===== config.mk =====
export PLATFORM = sky130hd
export DESIGN_NAME = keygate_top
export DESIGN_NICKNAME = d
export VERILOG_FILES = /design/src/rtl/keygate_pkg.sv /design/src/rtl/keygate_rst_sync.sv /design/src/rtl/keygate_lock_ctl.sv /design/src/rtl/keygate_masked_reg.sv /design/src/rtl/keygate_top.sv
export SDC_FILE = /design/constraint.sdc
export NUM_CORES = 1
export LEC_CHECK = 0
export BUFFER_PORTS_ARGS = -buffer_cell sky130_fd_sc_hd__buf_4
export CORE_ASPECT_RATIO = 0.6
export CORE_MARGIN = 1.5
export CORE_UTILIZATION = 38
export CTS_CLUSTER_SIZE = 28
export DETAILED_ROUTE_END_ITERATION = 10
export PLACE_DENSITY = 0.7
export SLEW_MARGIN = 20
export SYNTH_ARGS = -nofsm -noshare
export SYNTH_HDL_FRONTEND = slang
export SYNTH_HIERARCHICAL = 1
export SYNTH_SLANG_ARGS = --single-unit
export TNS_END_PERCENT = 100

===== constraint.sdc =====
create_clock -name clk -period 0.9 [get_ports clk]
set_input_delay 0.135 -clock clk [delete_from_list [all_inputs] [get_ports clk]]
set_output_delay 0.135 -clock clk [all_outputs]
set_load 0.02 [all_outputs]

===== src/rtl/keygate_pkg.sv =====
package keygate_pkg;
  parameter int ADDR_W = 12;
  parameter int DATA_W = 32;
  parameter int FUNC_W = 8;
  localparam int STRB_W = DATA_W / 8;
  localparam logic [DATA_W-1:0] UNLOCK_KEY = 32'h0ACC_E551;
  localparam logic [ADDR_W-1:0] OFS_FUNC = 12'h420;
  localparam logic [ADDR_W-1:0] OFS_LOCK = 12'h520;
  localparam logic [ADDR_W-1:0] OFS_MASK = 12'h524;
endpackage


===== src/rtl/keygate_rst_sync.sv =====
module keygate_rst_sync #(
  parameter int STAGES = 2
) (
  input  logic clk,
  input  logic rst_n,
  output logic rst_sync_n
);
  logic [STAGES-1:0] chain_q;

  always_ff @(posedge clk or negedge rst_n) begin
    if (!rst_n) chain_q <= '0;
    else        chain_q <= {chain_q[STAGES-2:0], 1'b1};
  end

  assign rst_sync_n = chain_q[STAGES-1];
endmodule


===== src/rtl/keygate_lock_ctl.sv =====
module keygate_lock_ctl #(
  parameter int DATA_W = 32,
  parameter logic [DATA_W-1:0] KEY = '0
) (
  input  logic              clk,
  input  logic              rst_n,
  input  logic              wr_en,
  input  logic              full_word,
  input  logic [DATA_W-1:0] wdata,
  output logic              locked_o
);
  logic locked_d, locked_q;

  always_comb begin
    locked_d = locked_q;
    if (wr_en) locked_d = !(full_word && (wdata == KEY));
  end

  always_ff @(posedge clk or negedge rst_n) begin
    if (!rst_n) locked_q <= 1'b1;
    else        locked_q <= locked_d;
  end

  assign locked_o = locked_q;

  assert_key_opens_R2: assert property (@(posedge clk) disable iff (!rst_n)
    (wr_en && full_word && wdata == KEY) |=> !locked_o);
  assert_other_closes_R3: assert property (@(posedge clk) disable iff (!rst_n)
    (wr_en && !(full_word && wdata == KEY)) |=> locked_o);
  assert_idle_holds_R8: assert property (@(posedge clk) disable iff (!rst_n)
    !wr_en |=> $stable(locked_o));
endmodule


===== src/rtl/keygate_masked_reg.sv =====
module keygate_masked_reg #(
  parameter int W = 8,
  parameter logic [W-1:0] RESET_VAL = '0
) (
  input  logic         clk,
  input  logic         rst_n,
  input  logic         we,
  input  logic [W-1:0] bit_en,
  input  logic [W-1:0] wdata,
  output logic [W-1:0] q
);
  logic [W-1:0] d, q_r;

  for (genvar i = 0; i < W; i++) begin : g_bit
    assign d[i] = (we && bit_en[i]) ? wdata[i] : q_r[i];
  end

  always_ff @(posedge clk or negedge rst_n) begin
    if (!rst_n) q_r <= RESET_VAL;
    else        q_r <= d;
  end

  assign q = q_r;

  assert_masked_bits_keep_R5: assert property (@(posedge clk) disable iff (!rst_n)
    we |=> (((q ^ $past(q)) & ~$past(bit_en)) == '0));
  assert_enabled_bits_load_R5: assert property (@(posedge clk) disable iff (!rst_n)
    we |=> (((q ^ $past(wdata)) & $past(bit_en)) == '0));
  assert_no_write_stable_R8: assert property (@(posedge clk) disable iff (!rst_n)
    !we |=> $stable(q));
endmodule


===== src/rtl/keygate_top.sv =====
module keygate_top
  import keygate_pkg::*;
(
  input  logic              clk,
  input  logic              rst_n,
  input  logic              bus_sel,
  input  logic              bus_wr,
  input  logic [ADDR_W-1:0] bus_addr,
  input  logic [DATA_W-1:0] bus_wdata,
  input  logic [STRB_W-1:0] bus_wstrb,
  output logic              rd_valid,
  output logic [DATA_W-1:0] rd_data,
  output logic [FUNC_W-1:0] func_sel_o
);
  logic              rst_i_n;
  logic [ADDR_W-3:0] word;
  logic              hit_func, hit_lock, hit_mask;
  logic              wr_lock, wr_mask, wr_func, rd_req;
  logic              locked;
  logic [FUNC_W-1:0] mask_q, func_q;
  logic [DATA_W-1:0] rd_mux, rd_data_q;
  logic              rd_valid_q;

  keygate_rst_sync #(.STAGES(2)) i_rst (
    .clk(clk), .rst_n(rst_n), .rst_sync_n(rst_i_n));

  assign word     = bus_addr[ADDR_W-1:2];
  assign hit_func = (word == OFS_FUNC[ADDR_W-1:2]);
  assign hit_lock = (word == OFS_LOCK[ADDR_W-1:2]);
  assign hit_mask = (word == OFS_MASK[ADDR_W-1:2]);
  assign wr_lock  = bus_sel && bus_wr && hit_lock;
  assign wr_mask  = bus_sel && bus_wr && hit_mask && bus_wstrb[0];
  assign wr_func  = bus_sel && bus_wr && hit_func && bus_wstrb[0];
  assign rd_req   = bus_sel && !bus_wr;

  keygate_lock_ctl #(.DATA_W(DATA_W), .KEY(UNLOCK_KEY)) i_lock (
    .clk(clk), .rst_n(rst_i_n), .wr_en(wr_lock),
    .full_word(&bus_wstrb), .wdata(bus_wdata), .locked_o(locked));

  keygate_masked_reg #(.W(FUNC_W), .RESET_VAL('1)) i_mask (
    .clk(clk), .rst_n(rst_i_n), .we(wr_mask && !locked),
    .bit_en('1), .wdata(bus_wdata[FUNC_W-1:0]), .q(mask_q));

  keygate_masked_reg #(.W(FUNC_W), .RESET_VAL('0)) i_func (
    .clk(clk), .rst_n(rst_i_n), .we(wr_func),
    .bit_en(mask_q), .wdata(bus_wdata[FUNC_W-1:0]), .q(func_q));

  always_comb begin
    rd_mux = '0;
    if (hit_lock)      rd_mux = {{(DATA_W-1){1'b0}}, locked};
    else if (hit_mask) rd_mux = {{(DATA_W-FUNC_W){1'b0}}, mask_q};
    else if (hit_func) rd_mux = {{(DATA_W-FUNC_W){1'b0}}, func_q};
  end

  always_ff @(posedge clk or negedge rst_i_n) begin
    if (!rst_i_n) begin
      rd_valid_q <= 1'b0;
      rd_data_q  <= '0;
    end else begin
      rd_valid_q <= rd_req;
      if (rd_req) rd_data_q <= rd_mux;
    end
  end

  assign rd_valid   = rd_valid_q;
  assign rd_data    = rd_data_q;
  assign func_sel_o = func_q;

  assert_mask_frozen_R4: assert property (@(posedge clk) disable iff (!rst_i_n)
    (bus_sel && bus_wr && hit_mask && locked) |=> $stable(mask_q));
  assert_mask_open_write_R6: assert property (@(posedge clk) disable iff (!rst_i_n)
    (wr_mask && !locked) |=> (mask_q == $past(bus_wdata[FUNC_W-1:0])));
  assert_read_response_R7: assert property (@(posedge clk) disable iff (!rst_i_n)
    rd_req |=> rd_valid);
  assert_no_spurious_valid_R7: assert property (@(posedge clk) disable iff (!rst_i_n)
    !rd_req |=> !rd_valid);
endmodule


==> results of run 1 <==
[synthesized netlist by cell type, drive strengths merged (2+ instances only)]
| cell | number | share of area |
|---|---|---|
| a22oi | 7 | 0.031 |
| buf | 29 | 0.13 |
| conb | 3 | 0.0067 |
| dfrtp | 19 | 0.28 |
| dfstp | 9 | 0.14 |
| inv | 2 | 0.0044 |
| mux2 | 16 | 0.14 |
| nand2 | 27 | 0.061 |
| nand4b | 3 | 0.016 |
| nor2 | 5 | 0.011 |
| nor4 | 4 | 0.027 |
| nor4b | 2 | 0.023 |
| nor4bb | 2 | 0.012 |
| o31ai | 7 | 0.052 |
[cells by family after synthesis]
logic type             share of synthesized area
muxes                                      0.142
AOI/OAI and AO/OA                          0.101
buffers and inverters                      0.139
DFF                                        0.421
other                                    0.00666
and+or+nand+nor                            0.190
[power by group through the flow]
stage | Combinational (uW) | Clock [uW] | Sequential [uW]
global placement | 437 | 0 | 1300
finish | 459 | 700 | 1270
global route | 499 | 772 | 1280
CTS | 456 | 720 | 1270
detailed placement | 445 | 0 | 1300
floorplan | 246 | 0 | 1310
[metrics by stage]
stage | utilization | setup WS [ps] | TNS [ps] | std cells
3_3_place_gp | 0.568 | -577 | -11590 | 291
2_1_floorplan | - | -469 | -7670 | 178
3_5_place_dp | 0.568 | -655 | -12710 | 291
5_1_grt | 0.650 | -502 | -10070 | 313
6_report | 0.650 | -448 | -8200 | 313
4_1_cts | 0.634 | -447 | -8750 | 308
[per-layer routing]
metal	part of all wire	up-vias	GRT usage
li1	-	670	-
met1	0.48	641	0.256
met2	0.47	33	0.293
met3	0.047	2	0.0573
met4	0.00098	0	0.0154
met5	0	-	0
[final cells by class]
class	count	area, um2	area share
well taps	60	75.1	0.0276
repair buffers	101	880	0.323
multi-input cells	118	1000	0.368
inverters	2	7.51	0.00276
flip-flops and latches	28	712	0.262
clock buffers	4	45.0	0.0166
[sequential cells by signal, summed over array words and instances, names as in the netlist]
name and cells:
i_mask/q 8, rd_data 8, rd_valid 1, i_lock/locked_o 1, i_rst/chain_q 2, i_func/q 8
[worst min path at each step]
stage / from / end / slack, ps / cells after the start
after detailed placement: rst_n / i_rst/chain_q[1] / -80 / 1
after global placement: rst_n / i_rst/chain_q[1] / -80 / 1
after floorplan: rst_n / i_rst/chain_q[0] / -160 / 0
after global routing: bus_wdata[3] / i_func/q[3] / 100 / 2
after CTS: bus_wdata[3] / i_mask/q[3] / 100 / 2
final: bus_wdata[6] / i_func/q[6] / 110 / 2
[placed cells by master, fill, tap and decap left out, types with 2 or more instances in the layout]
master / count
a22oi_2: 7
buf_12: 2
buf_4: 74
buf_6: 23
clkbuf_8: 3
conb_1: 33
dfrtp_1: 19
dfstp_2: 9
inv_1: 2
mux2_4: 16
nand2_1: 17
nand2_2: 2
nand2_4: 8
nand4b_1: 3
nor2_1: 3
nor2_4: 2
nor4_4: 2
nor4b_4: 2
nor4bb_1: 2
o31ai_2: 6
[repair_timing]
action                                  4_1_cts  5_1_grt
setup buffers                                12        5
gates cloned                                  0        0
hold buffers                                  1        0
pin swaps                                     7        8
endpoints found under the hold margin         2        0
resized for setup                            32        5
endpoints found under the setup margin       42       42
==> results.yml, run 1 <==
cells_and_area:
  fin_nets: 306
  fillers: 328
  antenna_cells: 0
  area_delta_synth_final_pct: 60.9
  final_area_um2: 2720
  layout-drive-gt1-share: 0.632
die:
  rows: 18
  core_area_um2: 4190
  num_io_pins: 93
  dieArea_um2: 4870
  initial_utilization: 0.404
  die_h_um: 54.7
  die_w_um: 89.1
sta:
  fmax_mhz: 742
  skew_ps: 2.29
  final-max-slew-violation-count: 0
  hold_viol_final: 0
  setup_violations: 42
  rsz0062_at_grt: "true"
  worst_slack_ps: -448
  whs_ps: 109
  finalCritPeriodShare: 1.50
  period_needed_ps: 1350
clock_network:
  cts_buffer_depth: 2
  numCtsBuffers: 3
  cts.sink_count: 28
  htreeDepth: 1
  cts_tree: "done"
  clk_pin_slew_ps: 90
  cts_root_buf: "clkbuf_8"
  clkLatencyLatePin_ps: 270
setup_path:
  crit_path_end: "i_mask/q[7]"
  cp_max_fo: 8
  crit_family: "simple AND/OR/NAND/NOR gates"
  crit_cells: 5
  path_buf_inv: 1
  worst_setup_path_start_kind: "flip-flop"
  path_cells: "nand3b_1 -> nor4_4 -> buf_6 -> nand2_1 -> mux2_4"
  endpoint_kind: "flip-flop"
  worstReg2RegStart: "i_lock/locked_o"
  crit_type: "reg2reg"
  crit_start: "i_lock/locked_o"
  cp_slowest_cell: "dfstp_2"
  cp_slowest_stage_delay_ps: 380
  rr_worst_depth: 5
  reg2reg_slack_ps: -450
  reg2reg_to: "i_mask/q[7]"
  worst_ep_required_time_ps: 1110
  worstPathArrival_ps: 1560
yosys:
  ys_seq_area_frac: 0.421
  netlist_instances: 148
  yosys_warnings: 6
  synth_cell_type_count: 33
  async_reset_ff_frac: 1.00
  synth_area_um2: 1690
  synth_edf_count: 0
  syn_area_per_cell_um2: 11.4
  ys_ff_latch: 28
  ys.flop_type: "dfrtp_1"
power_and_ir_drop:
  p_seq_frac: 0.524
  peakVddDrop_mv: 0.665
  leakagePower_uw: 0.00143
  power.total_uw: 2430
  combinationalPowerShare: 0.189
  power_frac_clock: 0.288
  p_int_uw: 1810
  cellPowerDensity_nw_per_um2: 894
  switching_share: 0.258
  p_switching_uw: 626
detailed_routing:
  vias: 1346
  firstDrtPassIters: 4
  wl_um: 4080
  routedWlPerCell_um: 13.0
  first_iter_violations: 18
  viasPerCell: 4.30
  drc: 0
  antenna_left: 0
outcome:
  violations: "setup timing"
  status: "finished, violations left"
flow_run:
  maxCapViolations: 0
placement:
  finalWeightedCongestion: 0.787
  place_area_um2: 2380
  portBuffers: 66
  hpwl_um: 3140
global_routing:
  grt_max_degree: 27
  grt_usage: 0.184
  grt_antenna_before_repair: 0
  grt_pass1_vias: 1285
  grt_pass1_wl_um: 6500
  grt_overflow: 0
min_path:
  hp-class: "in2reg"
Note: power is estimated with default switching activity, not from simulation.
==> run 2, diff against run 1 <==
Settings changed: SETUP_SLACK_MARGIN set to 0.3.
==> run 2 against run 1 <==
The flow still finishes with violations (setup timing). Clock power rose by 41%. Sequential cell count did not move. Power rose by 13%. Core utilization rose by 3.0 points. Cell area rose by 4.6%. First-iteration DRC count rose to 5.1 times the previous value. Combinational power rose by 5.7%. Hold slack got worse by 42 ps. Routed wire length rose by 7.7%. Sequential share of layout area fell by 1.1 points.
==> results.yml, run 2 (synthesis gave the netlist of run 1 again) <==
outcome:
  status: "finished, violations left"
  violations: "setup timing"
sta:
  finalSetupTns_ps: -8530
  final-max-slew-violation-count: 0
  fmax_mhz: 724
  setup_violations: 42
  worst_slack_ps: -482
  period_needed_ps: 1380
  whs_ps: 67.1
  rsz0062_at_grt: "true"
  finalCritPeriodShare: 1.54
  skew_ps: 3.19
  hold_viol_final: 0
placement:
  dp.cells: 298
  finalWeightedCongestion: 0.769
  portBuffers: 66
  hpwl_um: 3280
clock_network:
  cts_tree: "done"
  cts_buffer_depth: 2
  cts.sink_count: 28
  clk_pin_slew_ps: 100
  cts_root_buf: "clkbuf_8"
  numCtsBuffers: 3
  clkLatencyLatePin_ps: 270
  htreeDepth: 1
detailed_routing:
  first_iter_violations: 91
  antenna_left: 0
  firstDrtPassIters: 4
  dr.max_layer_used: "met4"
  viasPerCell: 4.39
  vias: 1409
  route.met3.wl_um: 190
  dr_wl_met2_um: 2110
  drc: 0
  wl_um: 4390
  routedWlPerCell_um: 13.7
  met1Wirelength_um: 2090
power_and_ir_drop:
  leakagePower_uw: 0.00150
  cellPowerDensity_nw_per_um2: 966
  peakVddDrop_mv: 0.604
die:
  dieArea_um2: 4870
  rows: 18
  die_h_um: 54.7
  die_w_um: 89.1
  num_io_pins: 93
  initial_utilization: 0.404
  core_area_um2: 4190
cells_and_area:
  fin_nets: 314
  area_delta_synth_final_pct: 68.2
  seq_area_um2: 713
  most-common-layout-cells: "buf_4 (79), conb_1 (33), buf_6 (25)"
  layout_commonest_cell: "buf_4"
  antenna_cells: 0
  multi_input_area_um2: 1010
  final_cells: 321
  fillers: 350
  layout-drive-gt1-share: 0.686
min_path:
  hp-class: "reg2async"
global_routing:
  grt_pass1_vias: 1460
  grt_pass1_wl_um: 7210
  grt_max_degree: 19
  grt_overflow: 0
  grt_usage: 0.202
  grt_antenna_before_repair: 0
setup_path:
  rr_worst_depth: 5
  cp_slowest_cell: "dfstp_2"
  reg2reg_slack_ps: -480
  crit_type: "reg2reg"
  crit_start: "i_lock/locked_o"
  worstReg2RegStart: "i_lock/locked_o"
  worst_setup_path_start_kind: "flip-flop"
  cp_max_fo: 8
  path_cells: "nand3b_1 -> nor4_4 -> buf_12 -> nand2_2 -> mux2_4"
  worstPathArrival_ps: 1590
  endpoint_kind: "flip-flop"
  worst_ep_required_time_ps: 1110
  cp_slowest_stage_delay_ps: 380
  crit_path_end: "i_mask/q[5]"
  reg2reg_to: "i_mask/q[5]"
flow_run:
  maxCapViolations: 0
run 2: cell count changes in the layout (fill, tap and decap cells not counted), sizes merged:
| cell | change |
|---|---|
| bufinv | +1 |
| clkbuf | -1 |
| buf | +8 |
run 2: how the worst min path moves through the flow:
stage,slack [ps],end,cells after the start,from
after floorplan,-160,i_rst/chain_q[0],0,rst_n
after detailed placement,-80,i_rst/chain_q[0],1,rst_n
after global placement,-80,i_rst/chain_q[0],1,rst_n
after global routing,70,rd_data[4],0,i_rst/chain_q[1]
after CTS,110,i_mask/q[3],2,bus_wdata[3]
final,70,rd_data[4],0,i_rst/chain_q[1]
run 2: cell type report:
type / instances / area share
Clock buffer: 3 / 0.0145
Clock inverter: 1 / 0.0106
Inverter: 2 / 0.00264
Multi-Input combinational cell: 118 / 0.356
Sequential cell: 28 / 0.251
Tap cell: 60 / 0.0264
Timing Repair Buffer: 109 / 0.339
run 2: repair_timing:
| item | CTS | global route |
|---|---|---|
| setup buffers | 13 | 5 |
| pin swaps | 22 | 6 |
| hold buffers | 1 | 0 |
| setup endpoints to repair | 42 | 51 |
| resized for setup | 40 | 2 |
| hold endpoints to repair | 2 | 0 |
run 2: power breakdown:
group	switching (uW)	leakage (uW)	internal, uW
Sequential	6.71	0.000352	1270
Clock	393	0.0000357	595
Combinational	245	0.00112	239
run 2: stage by stage:
| step | worst slack, ps | power (uW) | area (um2) | utilization |
|---|---|---|---|---|
| after floorplan | -420 | 1570 | 1910 | - |
| after global placement | -608 | 1760 | 2450 | 0.585 |
| after detailed placement | -628 | 1760 | 2450 | 0.585 |
| after CTS | -470 | 2770 | 2800 | 0.668 |
| after global routing | -544 | 2860 | 2850 | 0.679 |
| final | -482 | 2750 | 2850 | 0.679 |
run 2: metal layers:
metal  global-route usage  up-vias
li1                     -      693
met1                0.274      680
met2                0.355       34
met3               0.0392        2
met4               0.0154        0
met5                    0        -
run 2: worst max-delay path, delay by kind of cell (launching register included):
family        cells  cell delay [ps]
buf+inv           1              170
flops             1              380
mux               1              290
simple gates      3              470
